<file path="src/rtl/swx_pkg.sv">
package swx_pkg;
  typedef struct packed {
    logic bar;   // 1: hi->A, lo->B
    logic drop;  // suppress lo stream
    logic live;  // hi stream carries a packet
  } fab_cfg_t;
endpackage

</file>
<file path="src/rtl/swx_slot_ctl.sv">
module swx_slot_ctl #(
  parameter int TAP = 2
) (
  input  logic clk_i,
  input  logic rst_ni,
  input  logic slot_i,
  output logic smp_o
);
  localparam int CW = $clog2(TAP + 2);
  localparam logic [CW-1:0] TAP_C = CW'(TAP);

  logic [CW-1:0] cnt_q;
  logic          run_q;

  always_ff @(posedge clk_i or negedge rst_ni) begin
    if (!rst_ni) begin
      cnt_q <= '0;
      run_q <= 1'b0;
    end else if (slot_i) begin
      cnt_q <= CW'(1);
      run_q <= 1'b1;
    end else if (run_q) begin
      if (cnt_q == TAP_C) run_q <= 1'b0;
      else                cnt_q <= cnt_q + 1'b1;
    end
  end

  assign smp_o = run_q && (cnt_q == TAP_C);

  // exactly one label sample per slot
  a_r1_single_sample: assert property (@(posedge clk_i) disable iff (!rst_ni)
    (smp_o && !slot_i) |=> !smp_o);
  a_r1_cnt_bound: assert property (@(posedge clk_i) disable iff (!rst_ni)
    cnt_q <= TAP_C);
endmodule

</file>
<file path="src/rtl/swx_route_logic.sv">
module swx_route_logic (
  input  logic pres_i,
  input  logic ah_i,
  input  logic al_i,
  output logic scg_o,
  output logic crc_o
);
  logic ah_m, nor_pl, nor_hl;

  // absent hi packet: its address reads as 0
  assign ah_m   = ah_i & pres_i;
  assign nor_pl = ~(pres_i | al_i);
  assign nor_hl = ~(ah_m | al_i);
  assign scg_o  = ~(ah_m | nor_pl);
  assign crc_o  = (ah_m & al_i) | (pres_i & nor_hl);

  always_comb begin
    if (pres_i === 1'b1) begin
      a_r2_hi_served: assert (scg_o != ah_i);
    end
    if (crc_o === 1'b1) begin
      a_r5_clash_needs_hi: assert (pres_i);
    end
  end
endmodule

</file>
<file path="src/rtl/swx_bit_delay.sv">
module swx_bit_delay #(
  parameter int DEPTH = 3
) (
  input  logic clk_i,
  input  logic rst_ni,
  input  logic d_i,
  output logic q_o
);
  logic [DEPTH-1:0] sh_q;

  generate
    if (DEPTH == 1) begin : g_one
      always_ff @(posedge clk_i or negedge rst_ni) begin
        if (!rst_ni) sh_q <= '0;
        else         sh_q <= d_i;
      end
    end else begin : g_many
      always_ff @(posedge clk_i or negedge rst_ni) begin
        if (!rst_ni) sh_q <= '0;
        else         sh_q <= {sh_q[DEPTH-2:0], d_i};
      end
    end
  endgenerate

  assign q_o = sh_q[DEPTH-1];
endmodule

</file>
<file path="src/rtl/swx_prio_switch.sv">
module swx_prio_switch
  import swx_pkg::*;
#(
  parameter int ADDR_W  = 4,
  parameter int STAGE   = 1,
  parameter int PKT_LEN = 16
) (
  input  logic clk_i,
  input  logic rst_ni,
  input  logic slot_i,
  input  logic hi_i,
  input  logic lo_i,
  output logic out_a_o,
  output logic out_b_o,
  output logic bar_o,
  output logic clash_o
);
  localparam int TAP = STAGE + 1;  // address bit offset after strobe
  localparam int LAT = STAGE + 2;  // config valid from here on

  logic     id_q, smp, scg, crc, hi_d, lo_d, hi_g, lo_g;
  fab_cfg_t cfg_q;

  swx_slot_ctl #(.TAP(TAP)) u_ctl (
    .clk_i, .rst_ni, .slot_i, .smp_o(smp)
  );

  swx_route_logic u_route (
    .pres_i(id_q), .ah_i(hi_i), .al_i(lo_i), .scg_o(scg), .crc_o(crc)
  );

  always_ff @(posedge clk_i or negedge rst_ni) begin
    if (!rst_ni) begin
      id_q  <= 1'b0;
      cfg_q <= '0;
    end else begin
      if (slot_i) id_q <= hi_i;
      if (smp)    cfg_q <= '{bar: scg, drop: crc, live: id_q};
    end
  end

  swx_bit_delay #(.DEPTH(LAT)) u_dly_hi (
    .clk_i, .rst_ni, .d_i(hi_i), .q_o(hi_d)
  );
  swx_bit_delay #(.DEPTH(LAT)) u_dly_lo (
    .clk_i, .rst_ni, .d_i(lo_i), .q_o(lo_d)
  );

  assign hi_g    = hi_d & cfg_q.live;
  assign lo_g    = lo_d & ~cfg_q.drop;
  assign out_a_o = cfg_q.bar ? hi_g : lo_g;
  assign out_b_o = cfg_q.bar ? lo_g : hi_g;
  assign bar_o   = cfg_q.bar;
  assign clash_o = cfg_q.drop;

  a_r7_cfg_hold: assert property (@(posedge clk_i) disable iff (!rst_ni)
    !smp |=> $stable(cfg_q));
  a_r5_one_winner: assert property (@(posedge clk_i) disable iff (!rst_ni)
    clash_o |-> !(out_a_o && out_b_o));
  a_r8_idle_zero: assert property (@(posedge clk_i) disable iff (!rst_ni)
    (!cfg_q.live && !lo_d) |-> (!out_a_o && !out_b_o));
  a_r5_drop_has_hi: assert property (@(posedge clk_i) disable iff (!rst_ni)
    clash_o |-> cfg_q.live);
endmodule

</file>
<file path="config.mk">
export PLATFORM = sky130hd
export DESIGN_NAME = swx_prio_switch
export DESIGN_NICKNAME = d
export VERILOG_FILES = /design/src/rtl/swx_pkg.sv /design/src/rtl/swx_slot_ctl.sv /design/src/rtl/swx_route_logic.sv /design/src/rtl/swx_bit_delay.sv /design/src/rtl/swx_prio_switch.sv
export SDC_FILE = /design/constraint.sdc
export NUM_CORES = 1
export LEC_CHECK = 0
export BUFFER_PORTS_ARGS = -buffer_cell sky130_fd_sc_hd__buf_4
export CAP_MARGIN = 20
export CORE_AREA = 5 5 42 44
export CTS_CLUSTER_DIAMETER = 120
export CTS_CLUSTER_SIZE = 10
export DETAILED_ROUTE_END_ITERATION = 10
export DIE_AREA = 0 0 47 49
export PLACE_DENSITY = 0.59
export SLEW_MARGIN = 20
export SYNTH_ARGS = -nofsm -noshare
export SYNTH_HDL_FRONTEND = slang
export SYNTH_SLANG_ARGS = --single-unit
</file>
<file path="constraint.sdc">
create_clock -name clk_i -period 1.1 [get_ports clk_i]
set_input_delay 0.055 -clock clk_i [delete_from_list [all_inputs] [get_ports clk_i]]
set_output_delay 0.055 -clock clk_i [all_outputs]
set_load 0.02 [all_outputs]
</file>
==> flow_results.xml <==
<?xml version="1.0" encoding="UTF-8"?>
<metrics>
  <group name="outcome">
    <metric name="status" unit="">finished with violations</metric>
    <metric name="failed_checks" unit="">setup timing</metric>
  </group>
  <group name="route">
    <metric name="drt_wl_total" unit="um">798</metric>
    <metric name="drc" unit="">0</metric>
    <metric name="drt_pre_antenna_iters" unit="">1</metric>
    <metric name="routed_length_per_placed_instance" unit="um">10.8</metric>
    <metric name="final_antenna_net_count" unit="">0</metric>
    <metric name="routed-via-count" unit="">329</metric>
    <metric name="vias_per_cell" unit="">4.45</metric>
    <metric name="first_iter_violations" unit="">0</metric>
  </group>
  <group name="worst_setup_path">
    <metric name="worst_ep_arrival_time" unit="ns">1.09</metric>
    <metric name="rrSetupSlack" unit="ns">0.02</metric>
    <metric name="critical_path_start_end_classification" unit="">reg2out</metric>
    <metric name="required_time_reported_for_the_critical_path_endpoint" unit="ns">1.04</metric>
    <metric name="startpoint_type" unit="">register</metric>
    <metric name="setup.worst_path.end_class" unit="">output port</metric>
    <metric name="ff2ff_path_depth" unit="">4</metric>
    <metric name="worst_r2r_startpoint" unit="">u_ctl.cnt_q[1]</metric>
    <metric name="r2r_end" unit="">u_ctl.cnt_q[0]</metric>
    <metric name="critical_path_peak_fanout" unit="">2</metric>
  </group>
  <group name="sta">
    <metric name="setup-tns-final" unit="ns">-0.0455</metric>
    <metric name="layout_setup_ws" unit="ns">-0.0430</metric>
    <metric name="final_min_period_over_clock_period" unit="%">104</metric>
    <metric name="timing.fmax" unit="MHz">875</metric>
    <metric name="hold_viol_final" unit="">0</metric>
    <metric name="finalCriticalPeriod" unit="ns">1.14</metric>
    <metric name="final-setup-viol-count" unit="">2</metric>
    <metric name="timing.clock.skew" unit="ns">0.000858</metric>
    <metric name="grt_setup_unrepaired" unit="">yes</metric>
    <metric name="maxSlewHeadroom" unit="%">90.8</metric>
    <metric name="drv_slew" unit="">0</metric>
    <metric name="timing_worst_slew_pin_value" unit="ns">0.135</metric>
  </group>
  <group name="clock_tree">
    <metric name="clk_transition_reported_paths" unit="ns">0.07</metric>
    <metric name="clk_latency_worst_skew_pair" unit="ns">0.26</metric>
    <metric name="numCtsBuffers" unit="">3</metric>
    <metric name="root_buffer" unit="">sky130_fd_sc_hd__clkbuf_4</metric>
    <metric name="clkSinkCount" unit="">13</metric>
    <metric name="ctsHtreeMaxLevel" unit="">1</metric>
    <metric name="clockBufferDepth" unit="">2</metric>
    <metric name="tritoncts" unit="">built</metric>
  </group>
  <group name="die">
    <metric name="chipHeight" unit="um">49</metric>
    <metric name="site_rows" unit="">14</metric>
    <metric name="die_area" unit="sq um">2300</metric>
    <metric name="die_w" unit="um">47</metric>
    <metric name="floorplan.initialDensity" unit="%">35.4</metric>
    <metric name="placeableCoreArea" unit="sq um">1400</metric>
    <metric name="ioPinCount" unit="">9</metric>
  </group>
  <group name="place">
    <metric name="portBuffers" unit="">8</metric>
    <metric name="placed_area" unit="sq um">583</metric>
    <metric name="routabilityCongestion" unit="">0.707</metric>
    <metric name="pre_cts_slack" unit="ns">-0.0112</metric>
  </group>
  <group name="power">
    <metric name="power_leakage" unit="uW">0.000329</metric>
    <metric name="powerDensity" unit="nW/um^2">2350</metric>
    <metric name="p_total" unit="uW">1640</metric>
    <metric name="vdd.ir_drop.worst" unit="mV">1.21</metric>
  </group>
  <group name="final_layout">
    <metric name="final_core_utilization" unit="%">49.6</metric>
    <metric name="drive_gt1_share" unit="%">37.9</metric>
    <metric name="area_delta_synth_final" unit="%">40.4</metric>
    <metric name="design.final.nets" unit="">65</metric>
    <metric name="final_cell_area" unit="sq um">696</metric>
    <metric name="antennaDiodeCount" unit="">0</metric>
  </group>
  <group name="logic_synthesis">
    <metric name="yosysWarnings" unit="">0</metric>
    <metric name="synth_common_cells" unit="">13 x sky130_fd_sc_hd__dfrtp_1, 6 x sky130_fd_sc_hd__nand2_1, 3 x sky130_fd_sc_hd__nand2b_1, 3 x sky130_fd_sc_hd__o21ai_0</metric>
    <metric name="postSynthNetCount" unit="">45</metric>
    <metric name="synth.ff_latch_count" unit="">13</metric>
    <metric name="synthFlopType" unit="">sky130_fd_sc_hd__dfrtp_1</metric>
    <metric name="syn_inst" unit="">39</metric>
    <metric name="netlist.area_leader.share" unit="%">65.7</metric>
    <metric name="synth.avg_cell_area" unit="sq um">12.7</metric>
    <metric name="yosysUniqueCellTypes" unit="">15</metric>
    <metric name="synth_top_area_cell" unit="">sky130_fd_sc_hd__dfrtp_1</metric>
    <metric name="synth.yosys.seq_area_share" unit="%">65.7</metric>
    <metric name="synth.top_cells.by_area" unit="">sky130_fd_sc_hd__dfrtp_1 66%, sky130_fd_sc_hd__nand2_1 4.5%, sky130_fd_sc_hd__mux2i_1 4.0%, sky130_fd_sc_hd__nand2b_1 3.8%, sky130_fd_sc_hd__o21ai_0 3.0%</metric>
    <metric name="synthMostInstantiatedCell" unit="">sky130_fd_sc_hd__dfrtp_1</metric>
    <metric name="fraction_of_registers_with_async_set_reset" unit="%">100</metric>
    <metric name="synth.cell_area" unit="sq um">495</metric>
    <metric name="synth-edff-count" unit="">0</metric>
  </group>
  <group name="global_routing">
    <metric name="grt_pass1_vias" unit="">337</metric>
    <metric name="number_of_antenna_violations_at_the_first_check_in_global_routing" unit="">0</metric>
    <metric name="maximum_number_of_pins_on_one_net_before_global_route_repair" unit="">14</metric>
    <metric name="grt-ovfl-total" unit="">0</metric>
    <metric name="grt.total_usage" unit="%">8.03</metric>
    <metric name="grt_pass1_wl" unit="mm">1.35</metric>
  </group>
  <group name="run">
    <metric name="max-cap-violations" unit="">0</metric>
  </group>
  <group name="hold_path">
    <metric name="worstHoldPathType" unit="">in2async</metric>
  </group>
</metrics>
==> logic make-up after synthesis <==
logic type,synth area share (%)
flip-flops,65.7
XOR/XNOR,3.54
AO/OA/AOI/OAI,4.04
AND/OR/NAND/NOR,16.4
adder cells (fa/ha/maj),2.52
multiplexers,6.31
buffers and inverters,1.52
==> report_power, final <==
part           switching, uW  total (uW)  internal (uW)
Combinational            316         688            372
Sequential              89.3         671            581
Clock                    138         277            140
Total                    543        1640           1090
==> layout by cell type, fill, tap and decap left out <==
cell	instances
sky130_fd_sc_hd__clkbuf_1	1
sky130_fd_sc_hd__mux2i_1	2
sky130_fd_sc_hd__dlygate4sd3_1	4
sky130_fd_sc_hd__nand3_1	2
sky130_fd_sc_hd__xnor2_2	1
sky130_fd_sc_hd__nor2_1	1
sky130_fd_sc_hd__clkbuf_4	3
sky130_fd_sc_hd__xor2_1	1
sky130_fd_sc_hd__o21ai_0	2
sky130_fd_sc_hd__buf_4	11
sky130_fd_sc_hd__a21oi_2	1
sky130_fd_sc_hd__nor3b_2	1
sky130_fd_sc_hd__ha_4	1
sky130_fd_sc_hd__dfrtp_1	13
sky130_fd_sc_hd__nand2b_4	2
sky130_fd_sc_hd__inv_2	1
sky130_fd_sc_hd__o21ai_1	1
sky130_fd_sc_hd__mux2_2	1
sky130_fd_sc_hd__nand2_1	6
sky130_fd_sc_hd__inv_1	1
sky130_fd_sc_hd__nand2b_1	2
==> what timing repair did <==
| item | CTS | global route |
|---|---|---|
| gates resized for setup | 2 | 4 |
| setup endpoints to repair | 3 | 5 |
| endpoints found under the hold margin | 16 | 0 |
| hold buffers | 4 | 0 |
| buffers inserted | 1 | 1 |
==> critical path: stages, from the launching register on <==
cell,delay [ns]
sky130_fd_sc_hd__dfrtp_1,0.38
sky130_fd_sc_hd__nand2b_4,0.14
sky130_fd_sc_hd__mux2i_1,0.14
sky130_fd_sc_hd__buf_4,0.16
==> layout make-up <==
cell class | count | area, sq um
Fill cell | 132 | 706
Sequential cell | 13 | 325
Multi-Input combinational cell | 24 | 194
Timing Repair Buffer | 15 | 123
Clock buffer | 4 | 26.3
Tap cell | 16 | 20.0
Inverter | 2 | 7.51
==> routing by layer <==
layer  vias up  GRT usage, %  part of all wire (%)
met2         8          11.8                    50
met1       155          10.5                    43
met3         0          2.21                   7.1
li1        166             -                     -
met4         0          4.15                     0
met5         -             0                     0
==> metrics by stage <==
stage	hold WS, ns	std cells
5_1_grt	0.198	74
6_report	0.183	74
3_3_place_gp	-0.0936	64
3_5_place_dp	-0.0934	64
2_1_floorplan	-0.241	39
4_1_cts	0.160	73
==> registers in the layout, summed over array words and instances (netlist names) <==
| register | count |
|---|---|
| bar_o | 1 |
| u_ctl.cnt_q | 2 |
| clash_o | 1 |
| u_ctl.run_q | 1 |
| cfg_q | 1 |
| id_q | 1 |
| u_dly_lo.sh_q | 3 |
| u_dly_hi.sh_q | 3 |
==> worst max path at each step <==
| stage | end | slack, ns | from | cells past startpoint |
|---|---|---|---|---|
| floorplan | out_b_o | 0.04 | clash_o | 2 |
| global placement | u_ctl.cnt_q[0] | 0.01 | u_ctl.cnt_q[0] | 5 |
| detailed placement | u_ctl.cnt_q[0] | -0.01 | u_ctl.cnt_q[0] | 5 |
| CTS | out_b_o | -0.04 | clash_o | 3 |
| global route | out_b_o | -0.09 | clash_o | 3 |
| finish | out_b_o | -0.04 | clash_o | 3 |
Power figures use the tool's default switching activity.
